<file path="src/rtl/wkdb_pkg.sv">
// Shared constants for the wakeup debounce unit: register addresses.
package wkdb_pkg;
    localparam int unsigned ADDR_W = 2;
    localparam logic [ADDR_W-1:0] A_CODE  = 2'd0;
    localparam logic [ADDR_W-1:0] A_LEVEL = 2'd1;
    localparam logic [ADDR_W-1:0] A_EN    = 2'd2;
    localparam logic [ADDR_W-1:0] A_CAUSE = 2'd3;
endpackage

</file>
<file path="src/rtl/wkdb_sync.sv">
// Two-flop synchronizer, one lane per bit.
// Assumes: inputs are asynchronous to clk; the reset value is 0 in both stages.
module wkdb_sync #(
    parameter int unsigned W = 8
) (
    input  logic         clk,
    input  logic         rst_n,
    input  logic [W-1:0] d_async,
    output logic [W-1:0] d_sync
);
    logic [W-1:0] stage1_q;
    logic [W-1:0] stage2_q;

    // Shift the raw level through two flops.
    always_ff @(posedge clk) begin
        if (!rst_n) begin
            stage1_q <= '0;
            stage2_q <= '0;
        end else begin
            stage1_q <= d_async;
            stage2_q <= stage1_q;
        end
    end

    assign d_sync = stage2_q;
endmodule

</file>
<file path="src/rtl/wkdb_run_filter.sv">
// Per-pin run-length qualifier. It counts consecutive active cycles and
// asserts qual while the current cycle completes a run of at least run_len.
// Assumes: run_len >= 1; the counter saturates at all ones.
module wkdb_run_filter #(
    parameter int unsigned CNT_W = 16
) (
    input  logic             clk,
    input  logic             rst_n,
    input  logic             active,
    input  logic [CNT_W-1:0] run_len,
    output logic             qual
);
    logic [CNT_W-1:0] run_q;

    // Count active cycles, restart on an inactive cycle, hold at saturation.
    always_ff @(posedge clk) begin
        if (!rst_n) begin
            run_q <= '0;
        end else if (!active) begin
            run_q <= '0;
        end else if (run_q != '1) begin
            run_q <= run_q + 1'b1;
        end
    end

    // This cycle is the run_len-th or later consecutive active cycle.
    assign qual = active && (run_q >= (run_len - CNT_W'(1)));
endmodule

</file>
<file path="src/rtl/wkdb_regs.sv">
// Register file: debounce code, active levels, enables and the sticky
// cause bits. Reads are combinational and padded with zeros to REG_W.
// Assumes: DATA_W >= NUM_PINS and DATA_W >= CODE_W; REG_W > NUM_PINS.
module wkdb_regs
    import wkdb_pkg::*;
#(
    parameter int unsigned NUM_PINS = 8,
    parameter int unsigned CODE_W   = 5,
    parameter int unsigned DATA_W   = 8,
    parameter int unsigned REG_W    = 16
) (
    input  logic                clk,
    input  logic                rst_n,
    input  logic                wr_en,
    input  logic [ADDR_W-1:0]   wr_addr,
    input  logic [DATA_W-1:0]   wr_data,
    input  logic [ADDR_W-1:0]   rd_addr,
    output logic [REG_W-1:0]    rd_data,
    input  logic [NUM_PINS-1:0] set_vec,
    output logic [CODE_W-1:0]   code_q,
    output logic [NUM_PINS-1:0] level_q,
    output logic [NUM_PINS-1:0] en_q,
    output logic [NUM_PINS-1:0] cause_q
);
    logic [NUM_PINS-1:0] clr_vec;

    // Ones written to the cause address select the bits to clear.
    assign clr_vec = (wr_en && (wr_addr == A_CAUSE)) ? wr_data[NUM_PINS-1:0] : '0;

    // Configuration registers, written whole.
    always_ff @(posedge clk) begin
        if (!rst_n) begin
            code_q  <= '0;
            level_q <= '0;
            en_q    <= '0;
        end else if (wr_en) begin
            case (wr_addr)
                A_CODE:  code_q  <= wr_data[CODE_W-1:0];
                A_LEVEL: level_q <= wr_data[NUM_PINS-1:0];
                A_EN:    en_q    <= wr_data[NUM_PINS-1:0];
                default: ;
            endcase
        end
    end

    // Sticky cause bits: clear on a written one, and a new set wins.
    always_ff @(posedge clk) begin
        if (!rst_n) begin
            cause_q <= '0;
        end else begin
            cause_q <= (cause_q & ~clr_vec) | set_vec;
        end
    end

    // Read multiplexer with zero padding.
    always_comb begin
        case (rd_addr)
            A_CODE:  rd_data = REG_W'(code_q);
            A_LEVEL: rd_data = REG_W'(level_q);
            A_EN:    rd_data = REG_W'(en_q);
            default: rd_data = REG_W'(cause_q);
        endcase
    end
endmodule

</file>
<file path="src/rtl/wkdb_top.sv">
// Multi-pin wakeup debounce unit. It synchronizes the pins, qualifies each
// against a shared coded run length and latches the result into cause bits.
// Assumes: a single slow clock for pins and register port;
// LEN_C6 is the largest length and every length is >= 1.
module wkdb_top
    import wkdb_pkg::*;
#(
    parameter int unsigned NUM_PINS = 8,
    parameter int unsigned CODE_W   = 5,
    parameter int unsigned REG_W    = 16,
    parameter int unsigned LEN_C1   = 2,
    parameter int unsigned LEN_C2   = 3,
    parameter int unsigned LEN_C3   = 32,
    parameter int unsigned LEN_C4   = 512,
    parameter int unsigned LEN_C5   = 4096,
    parameter int unsigned LEN_C6   = 32768
) (
    input  logic                clk,
    input  logic                rst_n,
    input  logic                wr_en,
    input  logic [ADDR_W-1:0]   wr_addr,
    input  logic [((NUM_PINS > CODE_W) ? NUM_PINS : CODE_W)-1:0] wr_data,
    input  logic [ADDR_W-1:0]   rd_addr,
    output logic [REG_W-1:0]    rd_data,
    input  logic [NUM_PINS-1:0] wake_pin,
    output logic                wake_req
);
    localparam int unsigned DATA_W = (NUM_PINS > CODE_W) ? NUM_PINS : CODE_W;
    localparam int unsigned CNT_W  = $clog2(LEN_C6 + 1);

    logic [CODE_W-1:0]   code_q;
    logic [NUM_PINS-1:0] level_q;
    logic [NUM_PINS-1:0] en_q;
    logic [NUM_PINS-1:0] cause_q;
    logic [NUM_PINS-1:0] pin_sync;
    logic [NUM_PINS-1:0] pin_active;
    logic [NUM_PINS-1:0] pin_qual;
    logic [NUM_PINS-1:0] set_vec;
    logic [CNT_W-1:0]    run_len;

    wkdb_sync #(.W(NUM_PINS)) u_sync (
        .clk     (clk),
        .rst_n   (rst_n),
        .d_async (wake_pin),
        .d_sync  (pin_sync)
    );

    // Decode the shared code into a run length; reserved codes take the longest.
    always_comb begin
        case (code_q)
            0:       run_len = CNT_W'(1);
            1:       run_len = CNT_W'(LEN_C1);
            2:       run_len = CNT_W'(LEN_C2);
            3:       run_len = CNT_W'(LEN_C3);
            4:       run_len = CNT_W'(LEN_C4);
            5:       run_len = CNT_W'(LEN_C5);
            default: run_len = CNT_W'(LEN_C6);
        endcase
    end

    // A pin is active when its synchronized level matches its level bit.
    assign pin_active = ~(pin_sync ^ level_q);

    for (genvar p = 0; p < NUM_PINS; p++) begin : g_pin
        wkdb_run_filter #(.CNT_W(CNT_W)) u_filt (
            .clk     (clk),
            .rst_n   (rst_n),
            .active  (pin_active[p]),
            .run_len (run_len),
            .qual    (pin_qual[p])
        );
    end

    // Only enabled pins may raise a cause.
    assign set_vec = pin_qual & en_q;

    wkdb_regs #(
        .NUM_PINS (NUM_PINS),
        .CODE_W   (CODE_W),
        .DATA_W   (DATA_W),
        .REG_W    (REG_W)
    ) u_regs (
        .clk     (clk),
        .rst_n   (rst_n),
        .wr_en   (wr_en),
        .wr_addr (wr_addr),
        .wr_data (wr_data),
        .rd_addr (rd_addr),
        .rd_data (rd_data),
        .set_vec (set_vec),
        .code_q  (code_q),
        .level_q (level_q),
        .en_q    (en_q),
        .cause_q (cause_q)
    );

    assign wake_req = |cause_q;
endmodule

</file>
<file path="config.mk">
export PLATFORM = sky130hd
export DESIGN_NAME = wkdb_top
export DESIGN_NICKNAME = d
export VERILOG_FILES = /design/src/rtl/wkdb_pkg.sv /design/src/rtl/wkdb_sync.sv /design/src/rtl/wkdb_run_filter.sv /design/src/rtl/wkdb_regs.sv /design/src/rtl/wkdb_top.sv
export SDC_FILE = /design/constraint.sdc
export NUM_CORES = 1
export LEC_CHECK = 0
export BUFFER_PORTS_ARGS = -buffer_cell sky130_fd_sc_hd__buf_2
export CAP_MARGIN = 10
export CORE_MARGIN = 3
export CORE_UTILIZATION = 62
export DETAILED_ROUTE_END_ITERATION = 7
export GPL_ROUTABILITY_DRIVEN = 0
export HOLD_SLACK_MARGIN = 0.06
export PLACE_DENSITY = 0.88
export SLEW_MARGIN = 20
export SYNTH_ARGS = -nofsm -noshare
export SYNTH_HDL_FRONTEND = slang
export SYNTH_HIERARCHICAL = 1
export SYNTH_SLANG_ARGS = --single-unit
</file>
<file path="constraint.sdc">
create_clock -name clk -period 5.3 [get_ports clk]
set_input_delay 1.06 -clock clk [delete_from_list [all_inputs] [get_ports clk]]
set_output_delay 1.06 -clock clk [all_outputs]
set_load 0.02 [all_outputs]
</file>
==> results.md <==
- Slew HR: 0.265
- Leak pwr: 6.14 nW
- Sw Share: 0.284
- Achievable Freq: 256 MHz
- GRT overflow: 0
- Core area: 0.0206 mm²
- Routed length per instance: 15.3 µm
- Xor and xnor area share after synthesis: 0.0801
- Setup Fix Bufs, Post-CTS: 0
- Post-CTS sizing: 0
- Post-DP HPWL: 24600 µm
- Min Clock Period, post-route: 3910 ps
- Skew final: 11.5 ps
- Clock transition at path regs: 70 ps
- Die Y-Extent: 152 µm
- Synth warn: 6
- Post-synth EDFFs: 0
- Post-DR vias/cell: 5.90
- Global-route wire length before repair: 56500 µm
- Starting Density: 0.642
- Num CTS Buffers: 17
- Max-slew violation count: 0
- Layout net count: 2078
- IR drop worst, VDD: 195 µV
- P_int: 2.20 mW
- Post-Synth Adder-Cell Area: 0.136
- # fillers: 1477
- Vias: 12961
- Vias in the first global route: 12303
- Total GRT Usage: 0.284
- Top Ports: 40
- Hold Path Class: register to register
- Largest net degree at the start of global routing: 44
- Final hold violation count: 0
- Storage element area: 0.00346 mm²
- Cell mode on critical path: o21ai_0
- Compound-Gate Fraction of Synth Area: 0.156
- Max Buffers Root-to-Sink: 2
- RSZ-0062 raised after global routing: no
- Sequential share of power: 0.443
- Clock power share: 0.414
- Power density cells: 203 mW/mm²
- FP Rows: 52
- Sequential cell area fraction in the yosys report: 0.262
- MaxCap Viol Count: 0
- CP Data Arrival Time: 4210 ps
- Share of layout cells above drive strength 1: 0.0650
- DP Worst Slack: 1460 ps
- Crit path max fanout: 16
- Synth Area in Simple Gates: 0.300
- Die width: 152 µm
- Average cell area after synthesis: 8.11 µm²
- Root Driver: clkbuf_16
- Fin crit share: 0.738
- Main flop type after synthesis: dfxtp_1
- Critical Path Max Stage Delay: 970 ps
- Final setup TNS: 0 ps
- Buffers & Inverters on Critical Path: 1
- Flops & latches, synth: 173
- Die ar.: 0.0231 mm²
- H-tree Lvls: 4
- Final worst-path setup slack: 1390 ps
- Mux contribution to synthesized area: 0.0278
- Worst path cell trace: nand2b_1 > nor4b_4 > buf_4 > or4_4 > nor3_2 > xnor2_1 > ha_1 > a21oi_1 > o21ai_0 > a22oi_1 > o21ai_0 > and2_1 > o21ai_0 > a31oi_1
- Antenna-violating nets left: 0
- Startpoint Class: register
- Worst setup path category: register to register
- IO buf count: 31
- Async S/R FF share, synth: 0
- Required @ worst endpoint: 5600 ps
- Initial antenna violation count: 4
- Family with the most delay on the worst path: simple AND/OR/NAND/NOR gates
- Area delta synth->final: 14.5%
- Mapped Cells: 1633
- Hold buffers post-CTS: 0
- Outcome: completed
- Pre-antenna DRT Iters: 7
- Wirelength, routed: 33600 µm
- Largest family of logic cells by synthesized area: simple AND/OR/NAND/NOR gates
- Mapped Area: 0.0132 mm²
- CP max-delay cell: nor4b_4
- Net Sw Power: 0.872 mW
- DR iter-0 viols: 801
- Least-Margin Pin Slew: 1100 ps
- Comb power frac: 0.143
- Multi-input logic area: 0.0103 mm²
- Synth unique cells: 56
- Clk sinks: 173
- CTS tree: done
- Clk_lat worst skew: 440 ps
- # setup viols final: 0
- CP Capture Type: register
- DRC violations left: 0
-- area by class of cell --
cell class / count / share of cell area
diodes: 4 / 0.000660
clock inverters: 13 / 0.00924
clock buffers: 18 / 0.0290
well taps: 270 / 0.0223
multi-input cells: 1616 / 0.680
flip-flops and latches: 173 / 0.228
repair buffers: 39 / 0.0142
inverters: 64 / 0.0158
-- per-layer routing --
layer | GRT usage | share of wire
met5 | 0 | 0.00080
met4 | 0.0985 | 0.024
met3 | 0.0452 | 0.064
met2 | 0.501 | 0.49
met1 | 0.352 | 0.42
-- path summary, 6_finish.rpt --
path | start | to | cells after the start | slack, ps
hold / removal | u_sync/stage1_q[0] | u_sync/d_sync[0] | 1 | 450
hold reg to reg | u_sync/stage1_q[0] | u_sync/d_sync[0] | 1 | 450
setup reg to reg | u_regs/code_q[2] | u_regs/cause_q[2] | 14 | 1390
setup / recovery | u_regs/code_q[2] | u_regs/cause_q[2] | 14 | 1390
-- logic make-up after synthesis --
kind of cell,count (synthesis)
adders and majority gates,144
xor gates and xnor gates,121
muxes,29
AOI/OAI and AO/OA,329
buffers and inverters,113
DFF,173
and+or+nand+nor,722
other,2
-- cells in the mapped netlist, types with 5 or more instances --
library cell  number  area share
nor2_1           104       0.029
nor3_2             8      0.0060
a21o_1            14      0.0079
mux4_2             5      0.0085
o21ai_0           77       0.029
a21oi_1          107       0.040
xnor2_1           97       0.064
and2_1            35       0.017
o211a_1            7      0.0053
nor4_1            38       0.018
a31oi_1           32       0.015
inv_1             64       0.018
o311ai_0           7      0.0046
buf_4             11      0.0062
a22oi_1            8      0.0045
xor2_1            24       0.016
a311oi_1          22       0.015
mux2i_1           21       0.016
o21a_1             7      0.0040
nor2b_1            9      0.0043
a21boi_0           7      0.0040
or4_1             10      0.0057
and4_1            50       0.033
dfxtp_1          173        0.26
nand4_1           45       0.021
clkbuf_1          23      0.0065
or4_4             16       0.014
ha_1             144        0.14
and3_1             8      0.0038
or3_1             25       0.012
buf_2             11      0.0042
nand2b_1          15      0.0071
a41oi_1           23       0.015
and2_2            12      0.0068
nand2_1          167       0.047
nor3_1            79       0.030
nand3_1           90       0.034
a211oi_1           9      0.0051
-- sequential cells by signal, indices dropped and copies added, names as in the netlist --
register            flops
u_regs/code_q           5
u_regs/en_q             8
u_sync/stage1_q         8
u_regs/level_q          8
g_pin.u_filt/run_q    128
u_sync/d_sync           8
u_regs/cause_q          8
-- through the flow --
step | instances | instance area, µm² | util | hold WS (ps) | power (mW)
finish | 2197 | 15200 | 0.735 | 450 | 3.07
global route | 2195 | 15200 | 0.735 | 472 | 3.20
CTS | 2193 | 15200 | 0.735 | 452 | 3.07
detailed placement | 2162 | 14600 | 0.707 | 436 | 1.81
global placement | 2162 | 14600 | 0.707 | 427 | 1.79
floorplan | 1902 | 14200 | - | 426 | 1.71
-- worst reg2reg max path, stage by stage, from the launching register on --
cell,delay (ps)
dfxtp_1,520
nand2b_1,190
nor4b_4,970
buf_4,350
or4_4,160
nor3_2,40
xnor2_1,210
ha_1,310
a21oi_1,150
o21ai_0,100
a22oi_1,190
o21ai_0,130
and2_1,190
o21ai_0,180
a31oi_1,80
-- cells in the final DEF, fill, tap and decap left out, types with 8 or more instances in the layout --
cell       synthesis  routed
or3_1             25      25
nand4_1           45      45
xnor2_1           97      97
xor2_1            24      24
a22oi_1            8       8
a21o_1            14      14
a211oi_1           9       9
nor3_2             8       8
conb_1             2     271
nor4_1            38      35
mux2i_1           21      21
buf_4             11       8
and2_1            35      35
buf_2             11      31
and4_1            50      50
nor2_1           104     104
nand2_1          167     167
a311oi_1          22      22
nand3_1           90      90
a21oi_1          107     107
or4_4             16      16
o21ai_0           77      77
ha_1             144     144
nand2b_1          15      15
inv_1             64      64
clkbuf_16          0      17
dfxtp_1          173     173
nor3_1            79      79
a31oi_1           32      32
nor2b_1            9       9
or4_1             10      10
and3_1             8       8
and2_2            12      12
a41oi_1           23      23
-- power groups by stage --
stage                     clock network, mW  registers, mW  logic (mW)
after global routing                   1.33           1.36       0.501
after detailed placement                  0           1.39       0.424
final                                  1.27           1.36       0.440
after global placement                    0           1.39       0.401
after CTS                              1.28           1.36       0.430
after floorplan                           0           1.38       0.334
Note: power is estimated with default switching activity, not from simulation.
